### config.mk
export PLATFORM = sky130hd
export DESIGN_NAME = ord2_engine
export DESIGN_NICKNAME = d
export VERILOG_FILES = /design/src/rtl/ord2_pkg.sv /design/src/rtl/ord2_datapath.sv /design/src/rtl/ord2_ctrl.sv /design/src/rtl/ord2_engine.sv
export SDC_FILE = /design/constraint.sdc
export NUM_CORES = 1
export LEC_CHECK = 0
export ABC_AREA = 1
export ABC_CLOCK_PERIOD_IN_PS = 3700
export CORE_MARGIN = 10
export CORE_UTILIZATION = 45
export CTS_CLUSTER_DIAMETER = 50
export DETAILED_ROUTE_END_ITERATION = 10
export SYNTH_ARGS = -nofsm -noshare
export SYNTH_HDL_FRONTEND = slang
export SYNTH_SLANG_ARGS = --single-unit
### constraint.sdc
create_clock -name clk -period 3.7 [get_ports clk]
set_input_delay 0.74 -clock clk [delete_from_list [all_inputs] [get_ports clk]]
set_output_delay 0.74 -clock clk [all_outputs]
set_load 0.02 [all_outputs]
### src/rtl/ord2_pkg.sv
package ord2_pkg;

  typedef enum logic [1:0] {
    RC_ACCEPT = 2'd0,
    RC_CAPX   = 2'd1,
    RC_NODIV  = 2'd2,
    RC_BADIN  = 2'd3
  } resCode_e;

  // strobes from control to datapath
  typedef struct packed {
    logic     load;
    logic     stepDbl;
    logic     initDiv;
    logic     stepDiv;
    logic     finish;
    resCode_e code;
  } ctrl_t;

  // status from datapath to control
  typedef struct packed {
    logic inBad;
    logic capHit;
    logic unitHit;
    logic divLast;
    logic divExact;
  } stat_t;

endpackage

### src/rtl/ord2_datapath.sv
module ord2_datapath
  import ord2_pkg::*;
#(
  parameter int PW = 16,
  parameter int CW = 12
) (
  input  logic          clk,
  input  logic          rstN,
  input  ctrl_t         ctrl,
  input  logic [PW-1:0] pIn,
  input  logic [CW-1:0] capIn,
  output stat_t         stat,
  output logic [1:0]    resCode,
  output logic [PW-1:0] pOut,
  output logic [CW-1:0] eOut,
  output logic [PW-1:0] fOut
);

  localparam int NW = CW + 1;   // counter may reach cap + 1
  localparam int AW = PW + 1;   // signed running sum / doubled residue

  logic [PW-1:0] pReg, resid, qCnt;
  logic [CW-1:0] capReg, eReg;
  logic [NW-1:0] nCnt, nNext;
  logic signed [AW-1:0] acc, eExt, accAdd, accSub;
  logic [AW-1:0] dbl, red;
  logic geP;

  // modular doubling
  assign dbl   = {resid, 1'b0};
  assign geP   = dbl >= {1'b0, pReg};
  assign red   = geP ? (dbl - {1'b0, pReg}) : dbl;
  assign nNext = nCnt + NW'(1);

  // divisibility arithmetic
  assign eExt   = $signed({{(AW-CW){1'b0}}, eReg});
  assign accAdd = acc + eExt;
  assign accSub = acc - eExt;

  assign stat.inBad    = (pIn < PW'(3)) || !pIn[0];
  assign stat.capHit   = nNext > {1'b0, capReg};
  assign stat.unitHit  = geP && (red == AW'(1));
  assign stat.divLast  = !accAdd[AW-1] && (accAdd != '0);
  assign stat.divExact = accSub == '0;

  always_ff @(posedge clk) begin
    if (!rstN) begin
      pReg <= '0; capReg <= '0; resid <= '0; nCnt <= '0;
      eReg <= '0; acc <= '0; qCnt <= '0;
      resCode <= '0; pOut <= '0; eOut <= '0; fOut <= '0;
    end else begin
      if (ctrl.load) begin
        pReg   <= pIn;
        capReg <= capIn;
        resid  <= PW'(2);
        nCnt   <= NW'(1);
      end
      if (ctrl.stepDbl) begin
        resid <= red[PW-1:0];
        nCnt  <= nNext;
      end
      if (ctrl.initDiv) begin
        eReg <= nNext[CW-1:0];
        acc  <= AW'(1) - {1'b0, pReg};
        qCnt <= '0;
      end
      if (ctrl.stepDiv) begin
        acc  <= accAdd;
        qCnt <= qCnt + PW'(1);
      end
      if (ctrl.finish) begin
        resCode <= ctrl.code;
        pOut    <= (ctrl.code == RC_BADIN) ? pIn : pReg;
        eOut    <= (ctrl.code == RC_ACCEPT || ctrl.code == RC_NODIV) ? eReg : '0;
        fOut    <= (ctrl.code == RC_ACCEPT) ? (qCnt - PW'(1)) : '0;
      end
    end
  end

  // residue stays a nonzero value below p while doubling
  a_r3_resid_range: assert property (@(posedge clk) disable iff (!rstN)
    ctrl.stepDbl |-> (resid < pReg) && (resid != '0));

  // one count per doubling clock
  a_r7_count_step: assert property (@(posedge clk) disable iff (!rstN)
    ctrl.stepDbl |=> nCnt == $past(nCnt) + NW'(1));

  // division loop only runs on a nonpositive sum
  a_r6_div_nonpos: assert property (@(posedge clk) disable iff (!rstN)
    ctrl.stepDiv |-> (acc[AW-1] || acc == '0));

  // results hold between finishes
  a_r8_hold: assert property (@(posedge clk) disable iff (!rstN)
    !ctrl.finish |=> $stable(resCode) && $stable(pOut) && $stable(eOut) && $stable(fOut));

endmodule

### src/rtl/ord2_ctrl.sv
module ord2_ctrl
  import ord2_pkg::*;
(
  input  logic  clk,
  input  logic  rstN,
  input  logic  start,
  input  stat_t stat,
  output ctrl_t ctrl,
  output logic  busy,
  output logic  done
);

  typedef enum logic [1:0] {S_IDLE, S_DBL, S_DIV, S_CHK} state_e;
  state_e state, stateNx;

  always_comb begin
    ctrl    = '0;
    stateNx = state;
    unique case (state)
      S_IDLE: if (start) begin
        if (stat.inBad) begin
          ctrl.finish = 1'b1;
          ctrl.code   = RC_BADIN;
        end else begin
          ctrl.load = 1'b1;
          stateNx   = S_DBL;
        end
      end
      S_DBL: begin
        if (stat.capHit) begin
          ctrl.finish = 1'b1;
          ctrl.code   = RC_CAPX;
          stateNx     = S_IDLE;
        end else if (stat.unitHit) begin
          ctrl.initDiv = 1'b1;
          stateNx      = S_DIV;
        end else begin
          ctrl.stepDbl = 1'b1;
        end
      end
      S_DIV: begin
        ctrl.stepDiv = 1'b1;
        if (stat.divLast) stateNx = S_CHK;
      end
      S_CHK: begin
        ctrl.finish = 1'b1;
        ctrl.code   = stat.divExact ? RC_ACCEPT : RC_NODIV;
        stateNx     = S_IDLE;
      end
      default: stateNx = S_IDLE;
    endcase
  end

  always_ff @(posedge clk) begin
    if (!rstN) begin
      state <= S_IDLE;
      done  <= 1'b0;
    end else begin
      state <= stateNx;
      done  <= ctrl.finish;
    end
  end

  assign busy = state != S_IDLE;

  // done is a single-cycle strobe seen only when idle
  a_r8_done_pulse: assert property (@(posedge clk) disable iff (!rstN)
    done |=> !done);
  a_r8_done_idle: assert property (@(posedge clk) disable iff (!rstN)
    done |-> !busy);

  // bad input answers on the next cycle without going busy
  a_r2_bad_fast: assert property (@(posedge clk) disable iff (!rstN)
    (state == S_IDLE && start && stat.inBad) |=> done && !busy);

  // a start seen while busy does not restart the search
  a_r9_no_reload: assert property (@(posedge clk) disable iff (!rstN)
    busy |-> !ctrl.load);

endmodule

### src/rtl/ord2_engine.sv
module ord2_engine
  import ord2_pkg::*;
#(
  parameter int PW = 16,
  parameter int CW = 12
) (
  input  logic          clk,
  input  logic          rstN,
  input  logic          start,
  input  logic [PW-1:0] pIn,
  input  logic [CW-1:0] capIn,
  output logic          busy,
  output logic          done,
  output logic [1:0]    resCode,
  output logic [PW-1:0] pOut,
  output logic [CW-1:0] eOut,
  output logic [PW-1:0] fOut
);

  ctrl_t ctrl;
  stat_t stat;

  ord2_ctrl u_ctrl (
    .clk(clk), .rstN(rstN), .start(start), .stat(stat),
    .ctrl(ctrl), .busy(busy), .done(done)
  );

  ord2_datapath #(.PW(PW), .CW(CW)) u_dp (
    .clk(clk), .rstN(rstN), .ctrl(ctrl), .pIn(pIn), .capIn(capIn),
    .stat(stat), .resCode(resCode), .pOut(pOut), .eOut(eOut), .fOut(fOut)
  );

endmodule

# After elaboration in Yosys (flattened, before gate mapping)
# Index checks and enable logic that the tools add are counted.
op_classes:
  addsub: 7
  magnitude_cmp: 3
  n_eq_ne: 10
  mux: 31
  reduce_logical: 14
ops:
  columns: ["cell", "n"]
  rows:
  - ["16-bit 2-to-1 mux", 6]
  - ["17-bit 2-to-1 mux", 3]
  - ["13-bit 2-to-1 mux", 2]
  - ["17-bit by 13-bit adder with 17-bit output", 1]
  - ["17-bit by 1-bit equality test with 1-bit output (second input constant)", 1]
  - ["17-bit by 16-bit greater-or-equal comparator with 1-bit output", 1]
  - ["17-bit logical NOT", 1]
  - ["17-bit nonzero test", 1]
  - ["1-bit by 16-bit subtractor with 17-bit output (first input constant)", 1]
  - ["17-bit by 13-bit subtractor with 17-bit output", 1]
  - ["17-bit by 16-bit subtractor with 17-bit output", 1]
  - ["16-bit by 1-bit adder with 16-bit output (second input constant)", 1]
  - ["16-bit by 2-bit < comparator with 1-bit output (second input constant)", 1]
  - ["2-bit 2-to-1 mux", 8]
  - ["16-bit by 1-bit subtractor with 16-bit output (second input constant)", 1]
  - ["13-bit by 1-bit adder with 13-bit output (second input constant)", 1]
  - ["13-bit by 12-bit > comparator with 1-bit output", 1]
  - ["12-bit 2-to-1 mux", 1]
  - ["3-bit 2-to-1 mux", 3]
  - ["3-bit one-hot mux with 3 select lines", 1]
  - ["2-bit equality test (second input constant)", 4]
  - ["2-bit one-hot mux with 4 select lines", 1]
  - ["1-bit 2-to-1 mux", 6]
  - ["2-bit inequality test (second input constant)", 3]
  - ["other kinds (8)", 14]
word_totals:
  regBits: 151
  inputBits: 31
  out_inout_bits: 48
  wordCells: 78

# Logic depth before layout (Yosys ltp)
# Gate-level depths: netlist of the first run.
depth:
  ltp_word: 9
  depth_mapped: 23
  ltp_nobuf: 22

# By module
# Synthesis of the first run repeated with hierarchy kept, for this count alone.
unflattened:
  hier_cells: 1453
  hier_area_um2: 9670.5
by_module_without_submodules:
  columns: ["module", "instances", "cells_per_inst", "area_each_um2", "seq_area_each_um2"]
  rows:
  - ["ord2_datapath", 1, 1414, 9406.5, 2962.8]
  - ["ord2_ctrl", 1, 39, 264.0, 60.1]

# Least setup slack after synthesis of the first run
# OpenSTA, ideal clock, no wires.
synth_timing:
  path_type: "register -> register"
  start: "reg u_dp.nCnt[0]"
  end: "reg u_dp.acc[2]"
  setup_time_ns: 0.116
  arrival_ns: 2.767
  required_time_ns: 3.584
  slack_ns: 0.818
  path_stages_with_launch: 17
  n_path_buf: 1
  period_less_slack_ns: 2.882
  cell_sequence: "dfxtp_1 -> ha_1 -> nand2_1 -> nor2_1 -> nand2_1 -> nor2_1 -> xor2_1 -> ha_1 -> a21oi_1 -> o211ai_1 -> nor2_1 -> nand2_1 -> a21oi_1 -> buf_4 -> nand4_1 -> o21bai_1 -> nor2_1"
synth_via:
  elab_chain_cells: 5
synth_lines:
  columns: ["item", "line", "rtl"]
  rows:
  - ["start, declared", "ord2_datapath.sv:24", "logic [NW-1:0] nCnt, nNext;"]
  - ["start signal, assigned", "ord2_datapath.sv:60", "nCnt <= nNext;"]
  - ["13-bit by 1-bit adder with 13-bit output", "ord2_datapath.sv:33", "assign nNext = nCnt + NW'(1);"]
  - ["via u_dp.nNext[10]", "ord2_datapath.sv:24", null]
  - ["13-bit by 12-bit > comparator with 1-bit output", "ord2_datapath.sv:41", "assign stat.capHit = nNext > {1'b0, capReg};"]
  - ["2-bit 2-to-1 mux", "ord2_ctrl.sv:30", "if (stat.capHit) begin"]
  - ["2-bit 2-to-1 mux", "ord2_ctrl.sv:19", "unique case (state)"]
  - ["2-bit nonzero test (no line)", null, null]
  - ["end signal, assigned", "ord2_datapath.sv:64", "acc <= AW'(1) - {1'b0, pReg};"]
  - ["end, declared", "ord2_datapath.sv:25", "logic signed [AW-1:0] acc, eExt, accAdd, accSub;"]
# The timed path passes the listed nets, and every way through them passes these cells.
# A chain may end at the register's enable or synchronous reset.

# Final worst setup path of the first run
layout_timing:
  start: "reg u_dp.nCnt[0]"
  end: "reg u_dp.acc[4]"
# Same word-level chain as after synthesis.

==> impl_metrics.json, run 1 <==
{
  "combPwrFrac_pct": 31.7,
  "wl_per_cell_um": 15.5,
  "p_leak_nw": 5.77,
  "relSlewSlack_pct": 44.2,
  "gr-usage-met1_pct": 27.7,
  "syn_inst": 1604,
  "via_count": 10200,
  "setup_ws_ps": 356,
  "netlist_area_um2": 10200,
  "start_util_pct": 46.2,
  "worstPathRequired_ps": 4070,
  "power_frac_seq_pct": 32.7,
  "syn_nets": 1693,
  "finalClockSkew_ps": 17.5,
  "clk_latency_ps": 440,
  "drt-vias-per-instance": 5.21,
  "p_sw_mw": 1.94,
  "clock_sinks": 151,
  "synth.distinct_cells": 47,
  "cp.arrival_ps": 3710,
  "hold_depth": 2,
  "worstHoldEndpoint": "u_dp.fOut[5]",
  "synth_compound_area_share_pct": 12.1,
  "intPower_mw": 3.35,
  "antenna_cells": 0,
  "critPathKind": "reg -> reg",
  "place_hpwl_mm": 23.5,
  "critPathTopFamily": "simple AND/OR/NAND/NOR gates",
  "cts_buffer_depth": 2,
  "ys.warnings.count": 0,
  "rrSetupSlack_ps": 360,
  "cp_num_cells": 17,
  "grt-busiest-layer": "met2",
  "use_met3_pct": 3.45,
  "synth-xor-area-share_pct": 3.27,
  "grt_use_met2_pct": 33.8,
  "holdWs_ps": 454,
  "cts_tree": "done",
  "synthMuxAreaShare_pct": 0,
  "vdd_drop_max_mv": 0.274,
  "layout.nets": 1759,
  "maxCapViolations": 0,
  "cp-start-kind": "flop",
  "routed_wl_mm": 30.5,
  "path_common_cell": "nand2_1",
  "gp_congestion": 0.920,
  "worstRegToRegCells": 17,
  "cp_max_fo": 26,
  "port_buffers": 78,
  "antenna_found_initial": 0,
  "yosys.area_share.simple_pct": 36.9,
  "critPathBufInv": 1,
  "cts-root-buf": "clkbuf_16",
  "hp-start": "u_dp.fOut[5]",
  "status": "finished clean",
  "drtAntennaViolNets": 0,
  "setup_violations": 0,
  "fmax_ghz": 0.299,
  "drive_above_1_share_pct": 6.30,
  "overflow": 0,
  "hold_class": "reg -> reg",
  "endpoint_kind": "flop",
  "grt_pass1_vias": 9656,
  "worstReg2RegStart": "u_dp.nCnt[0]",
  "synth_fa_ha_area_share_pct": 7.29,
  "ys_ff_latch": 151,
  "numCtsBuffers": 17,
  "grt_max_degree": 74,
  "grt_first_pass_wirelength_mm": 49.2,
  "rsz0062_at_grt": "no",
  "fin_crit_ps": 3340,
  "period_share_pct": 90.4,
  "rows": 54,
  "boundaryPins": 79,
  "clk_pin_slew_ps": 70,
  "ys_seq_area_share_pct": 29.7,
  "drv_slew": 0,
  "cts_hold_buf": 0,
  "die_y_um": 170,
  "drt-pass1-iter-count": 5,
  "worstPathCellList": "ha_1 > nand2_1 > nor2_2 > nand2_1 > nor2_1 > xor2_1 > ha_1 > a21oi_1 > o211ai_1 > nor2_1 > nand2_1 > a21oi_2 > nand3_2 > buf_4 > nand3b_1 > nand2_1 > nor2_1",
  "r2r_end": "u_dp.acc[4]",
  "clock_tree.htree_level_count": 4,
  "drcViolationCount": 0,
  "grt_usage_pct": 20.9,
  "drtIter0Drc": 726,
  "p_per_area_nw_per_um2": 443,
  "area_growth_pct": 17.4,
  "critPathSlowestCell": "dfxtp_1",
  "hold_viol_final": 0,
  "fin_util_pct": 54.2,
  "syn_avg_cell_area_um2": 6.34,
  "fp.dieW_um": 170,
  "dieArea_um2": 29000,
  "synth_top_family_by_area": "simple AND/OR/NAND/NOR gates",
  "dp_slack_ps": 314,
  "cpPeakStageDelay_ps": 410,
  "pwr-share-clk_pct": 35.6,
  "swShare_pct": 36.7,
  "core-area_um2": 22000,
  "final.setup.tns_ps": 0,
  "worstMarginPinSlew_ps": 836
}
-- worst max path at each step --
stage	end	start	slack, ps
2_1_floorplan	u_dp.acc[2]	u_dp.nCnt[0]	820
6_report	u_dp.acc[4]	u_dp.nCnt[0]	360
4_1_cts	u_dp.acc[16]	u_dp.nCnt[0]	250
5_1_grt	u_dp.acc[16]	u_dp.nCnt[0]	7
3_3_place_gp	u_dp.eReg[11]	u_dp.nCnt[0]	370
3_5_place_dp	u_dp.acc[16]	u_dp.nCnt[0]	310
-- cells by family (layout without fill, tap and decap cells) --
group / after synthesis / after routing
flip-flops: 151 / 151
buffers and inverters: 272 / 351
AO/OA/AOI/OAI: 228 / 228
adder cells (fa/ha/maj): 58 / 58
AND/OR/NAND/NOR: 857 / 857
XOR/XNOR: 38 / 38
-- worst register-to-register path, cell delays in order (launching register included) --
cell,delay [ps]
dfxtp_1,410
ha_1,210
nand2_1,90
nor2_2,210
nand2_1,130
nor2_1,130
xor2_1,240
ha_1,310
a21oi_1,160
o211ai_1,100
nor2_1,110
nand2_1,90
a21oi_2,310
nand3_2,220
buf_4,280
nand3b_1,110
nand2_1,70
nor2_1,110
-- repair_timing --
action,CTS,global route
buffers inserted,0,0
gates resized for setup,0,4
endpoints found under the setup margin,0,33
-- power groups by stage --
stage	Clock [mW]	Combinational (mW)	Sequential, mW
CTS	1.90	1.67	1.73
floorplan	0	1.24	1.77
finish	1.88	1.68	1.73
global placement	0	1.66	1.77
detailed placement	0	1.66	1.77
global route	1.97	1.89	1.74
-- cell usage after synthesis, drive strengths merged --
cell,instances,share of area (%)
a21boi,2,0.15
a21o,1,0.074
a21oi,128,6.3
a22oi,2,0.15
a31oi,3,0.18
and2,3,0.18
buf,27,1.7
clkbuf,41,1.5
clkinv,4,0.15
dfxtp,151,30
fa,2,0.39
ha,56,6.9
inv,200,7.4
nand2,437,16
nand3,192,10
nand3b,18,1.3
nand4,26,1.6
nor2,151,5.8
nor3,21,1.1
nor3b,1,0.074
nor4,1,0.062
o211ai,2,0.15
o21ai,67,3.3
o21bai,4,0.30
o221ai,1,0.086
o22ai,3,0.18
o2bb2ai,1,0.086
o31a,1,0.086
o31ai,12,0.89
o41ai,1,0.086
or2,7,0.43
xnor2,2,0.17
xor2,36,3.1
-- metal layers --
layer | up-vias | routed length (um)
met2 | 248 | 13600
met4 | 0 | 714
met1 | 4621 | 14700
li1 | 5311 | -
met3 | 38 | 1400
met5 | - | 0
-- cell type report --
cell class	count	area [um2]
Multi-Input combinational cell	1181	6090
Clock buffer	19	443
Inverter	204	769
Fill cell	2279	10100
Timing Repair Buffer	115	1080
Clock inverter	13	183
Sequential cell	151	3020
Tap cell	280	350
-- metrics by stage --
stage / power (mW) / area (um2) / instances
after floorplan: 3.01 / 10200 / 1604
after global placement: 3.43 / 11300 / 1931
after detailed placement: 3.43 / 11300 / 1931
after CTS: 5.30 / 11900 / 1963
after global routing: 5.60 / 11900 / 1963
final: 5.29 / 11900 / 1963
-- flip-flops by register name (all words and copies together) (netlist names), named ones only --
register / flops
u_dp.acc: 17
u_dp.fOut: 16
u_dp.pOut: 16
u_dp.pReg: 16
u_dp.qCnt: 16
u_dp.resid: 16
u_dp.nCnt: 13
u_dp.capReg: 12
u_dp.eOut: 12
u_dp.eReg: 12
u_dp.resCode: 2
u_ctrl.done: 1
u_ctrl.state: 1
-- placed cells by master, fill, tap and decap left out, types with 3 or more instances in the layout --
cell             netlist  final
nand3_2                9      9
ha_1                  56     56
clkdlybuf4s50_1        0     77
dfxtp_1              151    151
inv_1                200    198
or2_2                  4      4
a31oi_1                3      3
clkinvlp_4             0      3
nor3_1                20     20
nor2_2                 5      7
and2_1                 3      3
nand3b_1              18     18
o31ai_1               12     12
nand2_2                3      4
or2_1                  3      3
o21bai_1               4      4
clkbuf_16              0     17
o22ai_1                3      3
inv_8                  0      3
xor2_1                36     35
bufinv_16              0      3
inv_6                  0      4
clkinv_1               4      4
o21ai_0               64     64
buf_4                  3     35
nand3_1              182    182
nor2_1               145    142
a21oi_1              127    126
nand2_1              432    431
nand4_1               26     26
Note: power is estimated with default switching activity, not from simulation.
==> run 2, diff against run 1 <==
--- a/config.mk
+++ b/config.mk
@@ -11,6 +11,7 @@
 export CORE_UTILIZATION = 45
 export CTS_CLUSTER_DIAMETER = 50
 export DETAILED_ROUTE_END_ITERATION = 10
+export SLEW_MARGIN = 20
 export SYNTH_ARGS = -nofsm -noshare
 export SYNTH_HDL_FRONTEND = slang
 export SYNTH_SLANG_ARGS = --single-unit
==> results of run 2 <==
The final DEF is identical to that of run 1; final timing and power are the same.
==> run 3, diff against run 2 <==
--- a/config.mk
+++ b/config.mk
@@ -11,6 +11,7 @@
 export CORE_UTILIZATION = 45
 export CTS_CLUSTER_DIAMETER = 50
 export DETAILED_ROUTE_END_ITERATION = 10
+export GPL_ROUTABILITY_DRIVEN = 0
 export SLEW_MARGIN = 20
 export SYNTH_ARGS = -nofsm -noshare
 export SYNTH_HDL_FRONTEND = slang
==> run 3 against run 2 <==
  * Register-to-register slack improved by 40 ps
  * Final cell count about the same
  * Sequential share of layout area hardly changed
  * Non-clock buffer count shrank 3
  * First-iteration DRC count rose by 8.8%
  * Worst hold slack worse by 2.0 ps
  * Sequential power about the same
==> impl_metrics.json, run 3 (synthesis results as in run 1) <==
{
  "clk_pin_slew_ps": 70,
  "routed_wl_mm": 31.2,
  "layout.nets": 1757,
  "clock_sinks": 151,
  "cts_hold_buf": 0,
  "setup_ws_ps": 393,
  "overflow": 0,
  "cts_resized": 0,
  "endpoint_kind": "flop",
  "holdWs_ps": 452,
  "place_hpwl_mm": 23.9,
  "area_growth_pct": 17.4,
  "clk_latency_ps": 440,
  "antenna_found_initial": 1,
  "fin_cells": 1962,
  "worstMarginPinSlew_ps": 796,
  "numCtsBuffers": 17,
  "final_cell_mix": "430 x nand2_1, 198 x inv_1, 182 x nand3_1",
  "status": "finished clean",
  "cp_max_fo": 7,
  "drive_above_1_share_pct": 6.31,
  "grt_usage_pct": 21.4,
  "dp_slack_ps": 257,
  "start_util_pct": 46.2,
  "mostFrequentLayoutCell": "nand2_1",
  "cp.arrival_ps": 3640,
  "critPathKind": "reg -> reg",
  "period_share_pct": 89.4,
  "drv_slew": 0,
  "port_buffers": 78,
  "setup_violations": 0,
  "clock_tree.htree_level_count": 4,
  "drt-vias-per-instance": 5.27,
  "core-area_um2": 22000,
  "dieArea_um2": 29000,
  "final.setup.tns_ps": 0,
  "regMostFlops": "u_dp.acc",
  "hold_class": "reg -> reg",
  "fin_crit_ps": 3310,
  "die_y_um": 170,
  "wl_per_cell_um": 15.9,
  "fp.dieW_um": 170,
  "cts_buffer_depth": 2,
  "cts_setup_buffers": 0,
  "maxCapViolations": 0,
  "fmax_ghz": 0.302,
  "via_count": 10300,
  "grt_pass1_vias": 9773,
  "finalClockSkew_ps": 11.6,
  "cts_tree": "done",
  "grt_first_pass_wirelength_mm": 50.3,
  "fin_util_pct": 54.2,
  "relSlewSlack_pct": 47.0,
  "p_leak_nw": 5.76,
  "drt-pass1-iter-count": 5,
  "boundaryPins": 79,
  "drtAntennaViolNets": 0,
  "drtIter0Drc": 790,
  "rows": 54,
  "cts-root-buf": "clkbuf_16",
  "drcViolationCount": 0,
  "grt_max_degree": 74,
  "p_per_area_nw_per_um2": 442,
  "hold_viol_final": 0,
  "rsz0062_at_grt": "no",
  "cp-start-kind": "flop",
  "dp_cells": 1928,
  "worstPathRequired_ps": 4030,
  "largest_register_ffs": 17,
  "vdd_drop_max_mv": 0.321
}
[run 3: cell count changes in the layout (fill, tap and decap cells not counted), sizes merged]
cell	previous run	this run
clkinvlp	3	4
bufinv	3	2
clkbuf	19	18
buf	38	35
diode	0	1
inv	206	208
[run 3: layer usage]
metal	vias to the layer above	track usage [%]	share of wire (%)
li1	5308	-	-
met3	55	3.63	5.0
met4	0	8.12	3.0
met2	268	33.8	45
met5	-	0	0
met1	4706	28.6	47
[run 3: worst max-delay path, stage by stage, from the launching register on]
cell	delay [ps]
dfxtp_2	370
ha_1	200
nand2_1	80
nor2_1	300
nand2_1	140
nor2_1	130
xor2_1	200
ha_1	290
a21oi_1	140
o211ai_1	90
nor2_1	110
nand2_1	110
nand4_1	110
nand2_1	70
inv_1	70
nand2_1	160
nand2_2	210
clkinvlp_4	220
nand3_1	130
nand2_1	50
[run 3: layout make-up]
| type | instances | area [um2] |
|---|---|---|
| antenna | 1 | 2.50 |
| clock buffer | 18 | 439 |
| clock inverter | 14 | 175 |
| fill | 2293 | 10100 |
| inverter | 204 | 769 |
| multi-input combinational | 1181 | 6100 |
| sequential | 151 | 3020 |
| tap | 280 | 350 |
| timing repair buffer | 112 | 1070 |
| timing repair inverter | 1 | 7.51 |
[run 3: worst paths after layout]
kind	start	end	slack, ps	cells past startpoint
min reg2reg	u_dp.fOut[14]	u_dp.fOut[14]	450	2
max	u_dp.nCnt[0]	u_dp.pOut[14]	390	19
max reg2reg	u_dp.nCnt[0]	u_dp.pOut[14]	390	19
min	u_dp.fOut[14]	u_dp.fOut[14]	450	2
[run 3: power by group]
part,switching [mW],internal [mW]
clock network,0.797,1.04
logic,1.13,0.562
registers,0.0496,1.68
[run 3: metrics by stage]
step	area, um2	power (mW)
after floorplan	10200	3.01
after global placement	11300	3.44
after detailed placement	11300	3.44
after CTS	11900	5.28
after global routing	11900	5.58
final	11900	5.27
